===== config.mk =====
export PLATFORM = sky130hd
export DESIGN_NAME = opaddr_gen
export DESIGN_NICKNAME = d
export VERILOG_FILES = /design/src/rtl/opaddr_pkg.sv /design/src/rtl/opaddr_calc.sv /design/src/rtl/opaddr_seq.sv /design/src/rtl/opaddr_gen.sv
export SDC_FILE = /design/constraint.sdc
export NUM_CORES = 1
export LEC_CHECK = 0
export CAP_MARGIN = 10
export CORE_MARGIN = 1.5
export CORE_UTILIZATION = 35
export DETAILED_ROUTE_END_ITERATION = 10
export DONT_BUFFER_PORTS = 1
export GPL_TIMING_DRIVEN = 0
export SLEW_MARGIN = 0
export SYNTH_ARGS = -nofsm -noshare
export SYNTH_HDL_FRONTEND = slang
export SYNTH_HIERARCHICAL = 1
export SYNTH_SLANG_ARGS = --single-unit

===== constraint.sdc =====
create_clock -name clk -period 7 [get_ports clk]
set_clock_uncertainty 0.2 [all_clocks]
set_input_delay 0.35 -clock clk [delete_from_list [all_inputs] [get_ports clk]]
set_output_delay 0.35 -clock clk [all_outputs]
set_load 0.01 [all_outputs]

===== src/rtl/opaddr_pkg.sv =====
package opaddr_pkg;

    typedef enum logic [3:0] {
        AM_REG    = 4'd0,
        AM_IMM    = 4'd1,
        AM_DISP   = 4'd2,
        AM_IND    = 4'd3,
        AM_BIDX   = 4'd4,
        AM_ABS    = 4'd5,
        AM_MIND   = 4'd6,
        AM_POSTI  = 4'd7,
        AM_PRED   = 4'd8,
        AM_SCALED = 4'd9
    } amode_t;

    typedef enum logic [1:0] {
        SRC_REG = 2'd0,
        SRC_IMM = 2'd1,
        SRC_MEM = 2'd2
    } osrc_t;

    typedef enum logic [2:0] {
        ST_IDLE   = 3'd0,
        ST_ADDR   = 3'd1,
        ST_FETCH1 = 3'd2,
        ST_FETCH2 = 3'd3,
        ST_DONE   = 3'd4
    } seq_state_t;

    function automatic logic mode_reads_mem(input logic [3:0] m);
        return (m >= 4'd2) && (m <= 4'd9);
    endfunction

    function automatic logic mode_writes_base(input logic [3:0] m);
        return (m == AM_POSTI) || (m == AM_PRED);
    endfunction

    function automatic osrc_t mode_source(input logic [3:0] m);
        if (m == AM_IMM)        return SRC_IMM;
        if (mode_reads_mem(m))  return SRC_MEM;
        return SRC_REG;
    endfunction

endpackage


===== src/rtl/opaddr_calc.sv =====
module opaddr_calc
    import opaddr_pkg::*;
#(
    parameter int W = 16
) (
    input  logic [3:0]   mode,
    input  logic [W-1:0] ra,
    input  logic [W-1:0] rb,
    input  logic [W-1:0] disp,
    input  logic [1:0]   scale,
    output logic [W-1:0] ea,
    output logic [W-1:0] base_next
);
    logic [W-1:0] step;
    logic [W-1:0] rb_scaled;

    assign step      = W'(1) << scale;
    assign rb_scaled = rb << scale;

    always_comb begin
        case (mode)
            AM_DISP:   ea = disp + ra;
            AM_BIDX:   ea = ra + rb;
            AM_ABS:    ea = disp;
            AM_PRED:   ea = ra - step;
            AM_SCALED: ea = disp + ra + rb_scaled;
            default:   ea = ra;
        endcase
    end

    always_comb begin
        case (mode)
            AM_POSTI: base_next = ra + step;
            AM_PRED:  base_next = ra - step;
            default:  base_next = ra;
        endcase
    end
endmodule


===== src/rtl/opaddr_seq.sv =====
module opaddr_seq
    import opaddr_pkg::*;
(
    input  logic       clk,
    input  logic       rst,
    input  logic       start,
    input  logic       needs_mem,
    input  logic       indirect,
    input  logic       mem_rdy,
    output seq_state_t state,
    output logic       accept,
    output logic       calc,
    output logic       take1,
    output logic       take2,
    output logic       mem_req,
    output logic       done
);
    seq_state_t nxt;

    assign accept  = (state == ST_IDLE) && start;
    assign calc    = (state == ST_ADDR);
    assign take1   = (state == ST_FETCH1) && mem_rdy;
    assign take2   = (state == ST_FETCH2) && mem_rdy;
    assign mem_req = (state == ST_FETCH1) || (state == ST_FETCH2);
    assign done    = (state == ST_DONE);

    always_comb begin
        nxt = state;
        case (state)
            ST_IDLE:   if (start) nxt = ST_ADDR;
            ST_ADDR:   nxt = needs_mem ? ST_FETCH1 : ST_DONE;
            ST_FETCH1: if (mem_rdy) nxt = indirect ? ST_FETCH2 : ST_DONE;
            ST_FETCH2: if (mem_rdy) nxt = ST_DONE;
            ST_DONE:   nxt = ST_IDLE;
            default:   nxt = ST_IDLE;
        endcase
    end

    always_ff @(posedge clk) begin
        if (rst) state <= ST_IDLE;
        else     state <= nxt;
    end

    p_fetch2_indirect_r5: assert property (@(posedge clk) disable iff (rst)
        (state == ST_FETCH2) |-> indirect);

    p_done_single_r10: assert property (@(posedge clk) disable iff (rst)
        done |=> !done);
endmodule


===== src/rtl/opaddr_gen.sv =====
module opaddr_gen
    import opaddr_pkg::*;
#(
    parameter int W = 16
) (
    input  logic         clk,
    input  logic         rst,
    input  logic         start_i,
    input  logic [3:0]   mode_i,
    input  logic [W-1:0] ra_i,
    input  logic [W-1:0] rb_i,
    input  logic [W-1:0] disp_i,
    input  logic [W-1:0] imm_i,
    input  logic [1:0]   scale_i,
    input  logic         mem_rdy_i,
    input  logic [W-1:0] mem_rdata_i,
    output logic         busy_o,
    output logic         done_o,
    output logic [1:0]   op_src_o,
    output logic [W-1:0] op_value_o,
    output logic         mem_req_o,
    output logic [W-1:0] mem_addr_o,
    output logic         wb_en_o,
    output logic [W-1:0] wb_val_o
);
    logic [3:0]   mode_q;
    logic [W-1:0] ra_q, rb_q, disp_q, imm_q;
    logic [1:0]   scale_q;
    logic [W-1:0] addr_q, data_q, wb_q;
    logic [W-1:0] ea, base_next;
    seq_state_t   state;
    logic         accept, calc, take1, take2, done;
    osrc_t        src;

    opaddr_calc #(.W(W)) u_calc (
        .mode(mode_q), .ra(ra_q), .rb(rb_q), .disp(disp_q), .scale(scale_q),
        .ea(ea), .base_next(base_next)
    );

    opaddr_seq u_seq (
        .clk(clk), .rst(rst), .start(start_i),
        .needs_mem(mode_reads_mem(mode_q)),
        .indirect(mode_q == AM_MIND),
        .mem_rdy(mem_rdy_i),
        .state(state), .accept(accept), .calc(calc),
        .take1(take1), .take2(take2), .mem_req(mem_req_o), .done(done)
    );

    always_ff @(posedge clk) begin
        if (rst) begin
            mode_q  <= '0;
            ra_q    <= '0;
            rb_q    <= '0;
            disp_q  <= '0;
            imm_q   <= '0;
            scale_q <= '0;
            addr_q  <= '0;
            data_q  <= '0;
            wb_q    <= '0;
        end else begin
            if (accept) begin
                mode_q  <= mode_i;
                ra_q    <= ra_i;
                rb_q    <= rb_i;
                disp_q  <= disp_i;
                imm_q   <= imm_i;
                scale_q <= scale_i;
            end
            if (calc) begin
                addr_q <= ea;
                wb_q   <= base_next;
            end
            if (take1) begin
                data_q <= mem_rdata_i;
                if (mode_q == AM_MIND) addr_q <= mem_rdata_i;
            end
            if (take2) data_q <= mem_rdata_i;
        end
    end

    assign src        = mode_source(mode_q);
    assign op_src_o   = src;
    assign busy_o     = (state != ST_IDLE);
    assign done_o     = done;
    assign mem_addr_o = addr_q;
    assign wb_en_o    = done && mode_writes_base(mode_q);
    assign wb_val_o   = wb_q;

    always_comb begin
        case (src)
            SRC_IMM: op_value_o = imm_q;
            SRC_MEM: op_value_o = data_q;
            default: op_value_o = rb_q;
        endcase
    end

    p_req_hold_r9: assert property (@(posedge clk) disable iff (rst)
        (mem_req_o && !mem_rdy_i) |=> (mem_req_o && $stable(mem_addr_o)));

    p_wb_in_done_r11: assert property (@(posedge clk) disable iff (rst)
        wb_en_o |-> done_o);

    p_req_busy_r9: assert property (@(posedge clk) disable iff (rst)
        mem_req_o |-> (busy_o && !done_o));

    p_idle_quiet_r1: assert property (@(posedge clk) disable iff (rst)
        !busy_o |-> (!mem_req_o && !done_o && !wb_en_o));
endmodule


## Word-level counts from Yosys, hierarchy flattened

Cells that the tools add are included.

- Shift operators: 2
- Reductions and logical operators: 11
- Magnitude comparators: 2
- Mux-type cells: 21
- Eq/ne operators: 17
- Add/sub/neg operators: 5

Operator list:

| cell | number |
|---|---|
| two-way mux 16 bit | 5 |
| one-hot mux 16 bit (5 select lines) | 1 |
| adder 16 bit | 4 |
| one-hot mux 16 bit (2 select lines) | 2 |
| equality test 4 x 3 -> 1 bit, second input constant | 4 |
| left shift 1 x 2 -> 16 bit, first input constant | 1 |
| left shift 16 x 2 -> 16 bit | 1 |
| subtractor 16 bit | 1 |
| two-way mux 3 bit | 5 |
| one-hot mux 3 bit (4 select lines) | 1 |
| equality test 4 bit, second input constant | 2 |
| two-way mux 2 bit | 4 |
| equality test 3 x 2 -> 1 bit, second input constant | 2 |
| inequality test 2 bit, second input constant | 3 |
| logical AND 1 bit | 5 |
| equality test 4 x 1 -> 1 bit, second input constant | 1 |
| equality test 4 x 2 -> 1 bit, second input constant | 1 |
| >= comparator 4 x 2 -> 1 bit, second input constant | 1 |
| less-or-equal comparator 4 bit, second input constant | 1 |
| equality test 3 x 1 -> 1 bit, second input constant | 1 |
| equality test 3 bit, second input constant | 1 |
| zero test 3 bit | 1 |
| two-way mux 1 bit | 3 |
| AND reduction 3 bit | 1 |
| 5 further kinds | 6 |

- Input bits: 90
- Flip-flop bits (word level): 121
- Word-level logic and storage cells: 68

## Longest topological paths before layout

Gate-level depths: netlist of the first run.

- Word-level depth: 8
- Gate-level depth with buffers: 20
- Mapped depth without buffers: 20

## Hierarchy

The synthesis of the first run kept the hierarchy.

Modules (own cells, without submodules):

| module | seq. area each (sq um) | area each (sq um) | times used | cells an instance |
|---|---|---|---|---|
| opaddr_gen | 2,362.3 | 5,126.2 | 1 | 532 |
| opaddr_calc | 0.0 | 4,078.9 | 1 | 562 |
| opaddr_seq | 60.1 | 205.2 | 1 | 24 |

## Worst setup path before layout of the first run

No wires, ideal clock.

- Kind: reg-to-reg
- Start point: register ra_q[0]
- End point: register addr_q[12], in the netlist mem_addr_o[12]
- Data arrival time: 4.073 ns
- Clock period less this slack: 4.411 ns
- Setup slack: 2.589 ns
- Buffers on the path: 0
- Cell stages (with the launch flop): 21
- Setup time: 0.139 ns
- Cell sequence: dfxtp_1 -> ha_1 -> fa_1 -> a21o_1 -> a21oi_1 -> o21a_1 -> nor2_1 -> a2111oi_1 -> nor2_1 -> xor2_1 -> ha_1 -> nand2b_1 -> o22ai_1 -> a22oi_1 -> nand2_1 -> a221o_1 -> a211oi_2 -> o21ai_1 -> a221o_1 -> a221oi_1 -> a311oi_1

- Cells in the longest elaborated chain, start to end: 6

RTL lines:

| element | RTL line | text |
|---|---|---|
| start, declared | opaddr_gen.sv:27 | `logic [W-1:0] ra_q, rb_q, disp_q, imm_q;` |
| start signal, assigned | opaddr_gen.sv:63 | `ra_q <= ra_i;` |
| adder 16 bit | opaddr_calc.sv:22, opaddr_calc.sv:26 |  |
| adder 16 bit | opaddr_calc.sv:26 | `AM_SCALED: ea = disp + ra + rb_scaled;` |
| one-hot mux 16 bit (5 select lines) * | opaddr_calc.sv:21 | `case (mode)` |
| via ea[12] | opaddr_gen.sv:30 | `logic [W-1:0] ea, base_next;` |
| two-way mux 16 bit * | opaddr_gen.sv:69 | `if (calc) begin` |
| two-way mux 16 bit | opaddr_gen.sv:75 | `if (mode_q == AM_MIND) addr_q <= mem_rdata_i;` |
| two-way mux 16 bit * | opaddr_gen.sv:73 | `if (take1) begin` |
| end signal, assigned | opaddr_gen.sv:75 |  |
| end, declared | opaddr_gen.sv:29 | `logic [W-1:0] addr_q, data_q, wb_q;` |

The timed path passes the listed nets; every way through them passes the cells marked *.
A chain may end at the register's enable or synchronous reset.

## Worst setup path in the final report of the first run

- Start point: register scale_q[0]
- End point: register addr_q[9], in the netlist mem_addr_o[9]

- Cells in the longest elaborated chain, start to end: 6

RTL lines:

| element | RTL line | text |
|---|---|---|
| start, declared | opaddr_gen.sv:28 | `logic [1:0] scale_q;` |
| start signal, assigned | opaddr_gen.sv:67 | `scale_q <= scale_i;` |
| left shift 16 x 2 -> 16 bit or left shift 1 x 2 -> 16 bit (tied branches) | opaddr_calc.sv:18, opaddr_calc.sv:17 |  |
| adder 16 bit or subtractor 16 bit (tied branches) | opaddr_calc.sv:26, opaddr_calc.sv:25 |  |
| one-hot mux 16 bit (5 select lines) * | opaddr_calc.sv:21 |  |
| via ea[9] | opaddr_gen.sv:30 |  |
| two-way mux 16 bit * | opaddr_gen.sv:69 |  |
| two-way mux 16 bit | opaddr_gen.sv:75 |  |
| two-way mux 16 bit * | opaddr_gen.sv:73 |  |

Marks and branches as above.

==> results.md, run 1 <==
* R2R depth at 16
* Vias at roughly 9100
* Post-synth EDFFs at 0
* First-pass detailed-route iteration total at 7
* Post-route insts no fill at 1572
* Slew Limit Fails at 0
* CTS sink count at between 100 and 150
* Vias in the first global route at between 8000 and 9000
* Clock Latency Late Sink at between 0.4 and 0.5 ns
* Row count at around 60
* Pin count of the biggest net entering global routing at 17
* DRT iter0 DRCs at 650
* Worst hold path endpoint: u_seq/state[0]
* Num ports at 144
* Die height at roughly 170 um
* Syn avg cell area at ~8.4 um2
* Setup violations, final at 0
* Most common cell in the netlist: nor2_1
* CTS buffer count at 17
* Clock Path Buffers at 2
* Ranking of synthesized cells by area: dfxtp_1 (26%), mux2i_1 (13%), ha_1 (7.0%), nor2_1 (5.9%), a21oi_1 (3.2%)
* Synth Area in Simple Gates at 0.186
* Post-synth net total at ~1300
* Internal power at 1.61 mW
* Async SR Flop Fraction at 0
* Max-cap violation count at 0
* Post-Layout Inst Area at ~11000 um2
* Fin Hold WS at between 0.1 and 0.15 ns
* CP required at 7.09 ns
* Sequential Power Share at 0.321
* CTS resizes at 0
* Min-delay worst type: in -> reg
* Worst r2r dst: mem_addr_o[9]
* Post-synth top area share at 0.257
* Max FO, Critical Path at 10
* Maximum VDD drop at around 0.00019 V
* Initial antenna violation count at 1
* Worst-Margin Slew at around 1.3 ns
* CTS tree: done
* Min Tclk post-route at about 5.3 ns
* Hold_buf cts at 88
* Detail Placement HPWL at 26200 um
* Lkg Pwr at around 4.6 nW
* Final Hold Viols at 0
* Synth unique cells at 84
* Avg Vias per Cell at just under 6
* Mux contribution to synthesized area at 0.172
* YS warnings at 6
* P&R area growth vs syn at 19.9%
* Power per cell area at 225 nW/um2
* Mapped Cells at roughly 1100
* Worst-path clk slew at roughly 0.060 ns
* Die area at 27900 um2
* Dominant synthesized flop cell: dfxtp_1
* Reg-to-reg setup timing slack at ~1.7 ns
* Crit share post-route at 0.754
* Setup TNS at 0 ns
* Largest family of logic cells by synthesized area: compound AO/OA/AOI/OAI gates
* Synth cell count leaders: nor2_1 (149), mux2i_1 (123), dfxtp_1 (121), nand2_1 (73), a21oi_1 (61)
* Setup repair after global routing missed its margin: no
* Placed standard-cell area at about 10000 um2
* Compound-Gate Fraction of Synth Area at 0.199
* Hold path startpoint: start_i
* Starting Density at 0.359
* Clock root buffer: clkbuf_16
* NumNets Final at between 1000 and 1500
* Die Width at 167 um
* Area leader, netlist: dfxtp_1
* GRT overflow at 0
* PnR worst setup slack at 1.72 ns
* Mapped Area at 9410 um2
* Total Power at roughly 2.5 mW
* Hold depth at 3
* Detail Route Antenna Nets at 0
* Slew HR at 0.120
* Dpl cells at around 1500
* DR WL/cell at about 22 um
* Layout cell share with drive strength beyond 1 at 0.0914
* Sw frac at 0.366
* Detailed-route wire length at 33900 um
* Critical path arrival at about 5.4 ns
* Placer congestion estimate at approximately 0.98
* Gate power share at 0.330
* Kind of critical path: reg -> reg
* Outcome: finished, final reports clean
* Psw at a little over 0.9 mW
* Post-Synth XOR/XNOR Area at 0.0512
* Yosys reg bits at 121
* Crit. End Element: register
* Total GRT Usage at 0.241
* Maximum clock rate at around 190 MHz
* Postcts setup bufs at 0
* First-pass GRT wire length at a little over 50000 um
* Synthesized-area fraction occupied by adder cells at 0.0811
* Clock power frac at 0.348
* Worst slack, placed at 1.79 ns
* Placeable Area at 26200 um2
* Worst r2r src: scale_q[0]
* DRC viols at 0
* Antenna Cells at 0
* Port bufs at 0
* Seq/Total Area, Yosys at 0.257
* CP Launch Type: register
* H-tree depth at 4
* Layout Utilization at 0.431
-- power by group through the flow --
stage / logic, mW / clock network (mW) / registers [mW]
2_1_floorplan: 0.600 / 0 / 0.795
3_3_place_gp: 0.770 / 0 / 0.829
3_5_place_dp: 0.776 / 0 / 0.830
4_1_cts: 0.825 / 0.897 / 0.815
5_1_grt: 0.908 / 0.926 / 0.823
6_report: 0.840 / 0.886 / 0.817
-- registers in the layout, indices dropped and copies added (netlist names) --
register and cells:
imm_q 16, ra_q 16, wb_val_o 16, mode_q 4, rb_q 16, scale_q 2
disp_q 16, mem_addr_o 16, data_q 16, u_seq/state 3
-- metal layers --
metal | routed length, um | share of wire | track usage | vias to the layer above
met5 | 0 | 0 | 0 | -
met4 | 1240 | 0.037 | 0.100 | 0
met3 | 3320 | 0.098 | 0.0620 | 58
met2 | 14800 | 0.44 | 0.377 | 435
met1 | 14600 | 0.43 | 0.314 | 4304
li1 | - | - | - | 4329
-- layout by cell type (no fill, tap or decap), types with 37 or more instances in the layout --
master / n
nor2_1: 149
a21oi_1: 61
o21ai_0: 37
nand2_1: 73
inv_1: 41
dlygate4sd3_1: 88
clkbuf_1: 42
mux2i_1: 123
dfxtp_1: 121
ha_1: 53
-- worst max-delay path, cell delays in order, from the launching register on --
cell      delay [ns]
dfxtp_1         0.37
buf_1           0.68
clkbuf_1        0.55
mux2i_1         0.14
or2_2           0.32
inv_1           0.07
ha_1            0.24
a211oi_1        0.33
o21ai_0         0.22
a31oi_1         0.40
nor2_1          0.09
o311ai_0        0.49
o21ai_0         0.16
a221oi_1        0.23
a21oi_1         0.21
a221oi_1        0.34
a311oi_1        0.09
-- cells by family after synthesis --
kind of cell / count (synthesis)
compound gates: 262
xor+xnor: 55
fa+ha+maj: 58
buf+inv: 113
flops: 121
mux: 145
simple gates: 364
-- cell type report --
| cell class | instances | area (um2) |
|---|---|---|
| sequential | 121 | 2420 |
| multi-input combinational | 884 | 6490 |
| timing repair buffer | 88 | 881 |
| inverter | 41 | 154 |
| clock buffer | 18 | 429 |
| tap | 335 | 419 |
| buffer | 72 | 348 |
| clock inverter | 13 | 145 |
| fill | 2592 | 14900 |
-- how the worst max path moves through the flow --
stage                          start        endpoint  slack (ns)  depth (start not counted)
after floorplan              ra_q[0]  mem_addr_o[12]        2.59                         20
after global placement       ra_q[0]  mem_addr_o[12]        1.80                         20
after detailed placement  scale_q[0]   mem_addr_o[9]        1.79                         16
after CTS                 scale_q[0]   mem_addr_o[9]        1.77                         16
after global routing      scale_q[0]   mem_addr_o[9]        1.34                         16
final                     scale_q[0]   mem_addr_o[9]        1.72                         16
Note: power is estimated with default switching activity, not from simulation.
==> run 2, diff against run 1 <==
clock period = 4.9 ns   (was 7 ns; I/O delays follow)
==> run 2 against run 1 <==
  * Final area is 0.92% higher
  * Maximum frequency grew 12%
  * Flip-flop and latch count unchanged
  * Register-to-register slack lost 1.5 ns
  * Utilization up 0.40 points
  * Clock power grew 43%
  * First-iteration DRC count is 16% higher
  * Largest cell class unchanged
  * Highest routed layer unchanged
==> results.md, run 2 (same netlist as run 1, synthesis figures left out) <==
* Internal power at 2.32 mW
* Critical path arrival at about 4.8 ns
* Starting Density at 0.359
* Most frequent CP cell: a221o_1
* Max-cap violation count at 0
* Total GRT Usage at 0.241
* GRT overflow at 0
* Die Width at ~170 um
* Avg Vias per Cell at about 5.8
* Clock Latency Late Sink at about 0.44 ns
* Die area at between 20000 and 30000 um2
* P&R area growth vs syn at 21.0%
* Min Tclk post-route at roughly 4.7 ns
* Detail Placement HPWL at 26200 um
* Crit-path slowest cell: fa_1
* Clock Path Buffers at 2
* Detail Route Antenna Nets at 0
* PnR worst setup slack at just under 0.2 ns
* Total Power at approximately 3.7 mW
* DRT iter0 DRCs at between 700 and 800
* Post-route insts no fill at roughly 1600
* Lkg Pwr at roughly 4.7 nW
* Kind of critical path: reg -> reg
* Port bufs at 0
* Sw frac at 0.366
* Worst-path clk slew at roughly 0.06 ns
* Row count at 59
* Dpl cells at roughly 1500
* Detailed-route wire length at around 34000 um
* CTS buffer count at 17
* CTS tree: done
* Slew Limit Fails at 0
* Layout Utilization at 0.435
* DR WL/cell at ~22 um
* Power per cell area at 322 nW/um2
* Initial antenna violation count at 1
* Worst-Margin Slew at between 1 and 1.5 ns
* Layout cell share with drive strength beyond 1 at 0.107
* First-pass GRT wire length at 51300 um
* Placeable Area at approximately 26000 um2
* Most frequent cells in the layout: nor2_1 (148), mux2i_1 (123), dfxtp_1 (119)
* Antenna Cells at 0
* Crit share post-route at 0.961
* CP required at roughly 5.0 ns
* Crit. End Element: register
* Sequential Power Share at 0.319
* Num ports at ~140
* Clock power frac at 0.346
* Setup violations, final at 0
* Vias in the first global route at ~9000
* Slew HR at 0.104
* Die height at 167 um
* Gate power share at 0.336
* Setup repair after global routing missed its margin: no
* NumNets Final at 1378
* Max stage delay on crit path at approximately 0.42 ns
* Psw at 1.34 mW
* FF/Latch Area at 2430 um2
* Max FO, Critical Path at 7
* Multi-input gate area at about 6500 um2
* Maximum VDD drop at 0.000273 V
* Outcome: finished, final reports clean
* CTS sink count at 121
* Clock root buffer: clkbuf_16
* H-tree depth at 4
* Min-delay worst type: in -> reg
* Final Hold Viols at 0
* Vias at between 9000 and 10000
* DRC viols at 0
* Placer congestion estimate at between 0.9 and 1
* CP Cell Sequence: ha_2 > fa_1 > a21o_1 > a21oi_2 > o21a_1 > nor2_2 > a2111oi_2 > nor2_1 > xor2_2 > ha_1 > nand2b_1 > o22ai_1 > a22oi_1 > nand2_1 > a221o_1 > a211oi_2 > o21ai_1 > a221o_1 > a221oi_2 > a311oi_1
* Pin count of the biggest net entering global routing at 17
* Most common cell after layout, fill and taps aside: nor2_1
* CP Launch Type: register
* Layout fillers at 2590
* Maximum clock rate at around 210 MHz
* Worst slack, placed at -0.310 ns
* First-pass detailed-route iteration total at 5
run 2: layer usage:
layer / GRT usage / share of wire / vias to the layer above
met4: 0.100 / 0.036 / 0
met1: 0.314 / 0.44 / 4323
met2: 0.378 / 0.44 / 397
met5: 0 / 0 / -
met3: 0.0620 / 0.090 / 56
li1: - / - / 4337
run 2: final cells by class:
| type | count | share of cell area |
|---|---|---|
| buffer | 71 | 0.0305 |
| clock buffer | 18 | 0.0377 |
| clock inverter | 13 | 0.0127 |
| inverter | 41 | 0.0135 |
| multi-input combinational | 884 | 0.574 |
| sequential | 121 | 0.213 |
| tap | 335 | 0.0368 |
| timing repair buffer | 94 | 0.0815 |
run 2: what timing repair did:
item,CTS,global route
hold buffers,89,0
cloned,0,0
setup buffers,3,2
setup endpoints to repair,8,8
pin swaps,1,6
hold endpoints to repair,105,0
resized for setup,5,17
run 2: power by group through the flow:
stage,combinational [mW],sequential (mW),clock [mW]
after floorplan,0.857,1.14,0
after global placement,1.10,1.18,0
after detailed placement,1.11,1.19,0
after CTS,1.19,1.16,1.28
after global routing,1.32,1.18,1.32
final,1.23,1.17,1.27
run 2: per-stage QoR:
step	instance area (um2)	hold slack, ns	TNS (ns)
final	11400	0.0652	0
after global routing	11400	0.107	0
after floorplan	9410	0.185	0
after CTS	11300	0.0435	0
after global placement	9830	0.189	-0.917
after detailed placement	9830	0.191	-0.790
run 2: final timing paths:
kind,from,to,slack [ns],cells after the start
hold / removal,mem_rdy_i,data_q[3],0.07,4
hold reg to reg,imm_q[4],imm_q[4],0.28,2
setup / recovery,ra_q[0],mem_addr_o[12],0.19,20
setup reg to reg,ra_q[0],mem_addr_o[12],0.19,20
run 2: worst max-delay path: cells and delay by family (launching register included):
kind / cells / cell delay [ns]
xor gates and xnor gates: 1 / 0.19
AOI/OAI and AO/OA: 12 / 2.42
and+or+nand+nor: 4 / 0.41
DFF: 1 / 0.36
adders and majority gates: 3 / 1.00
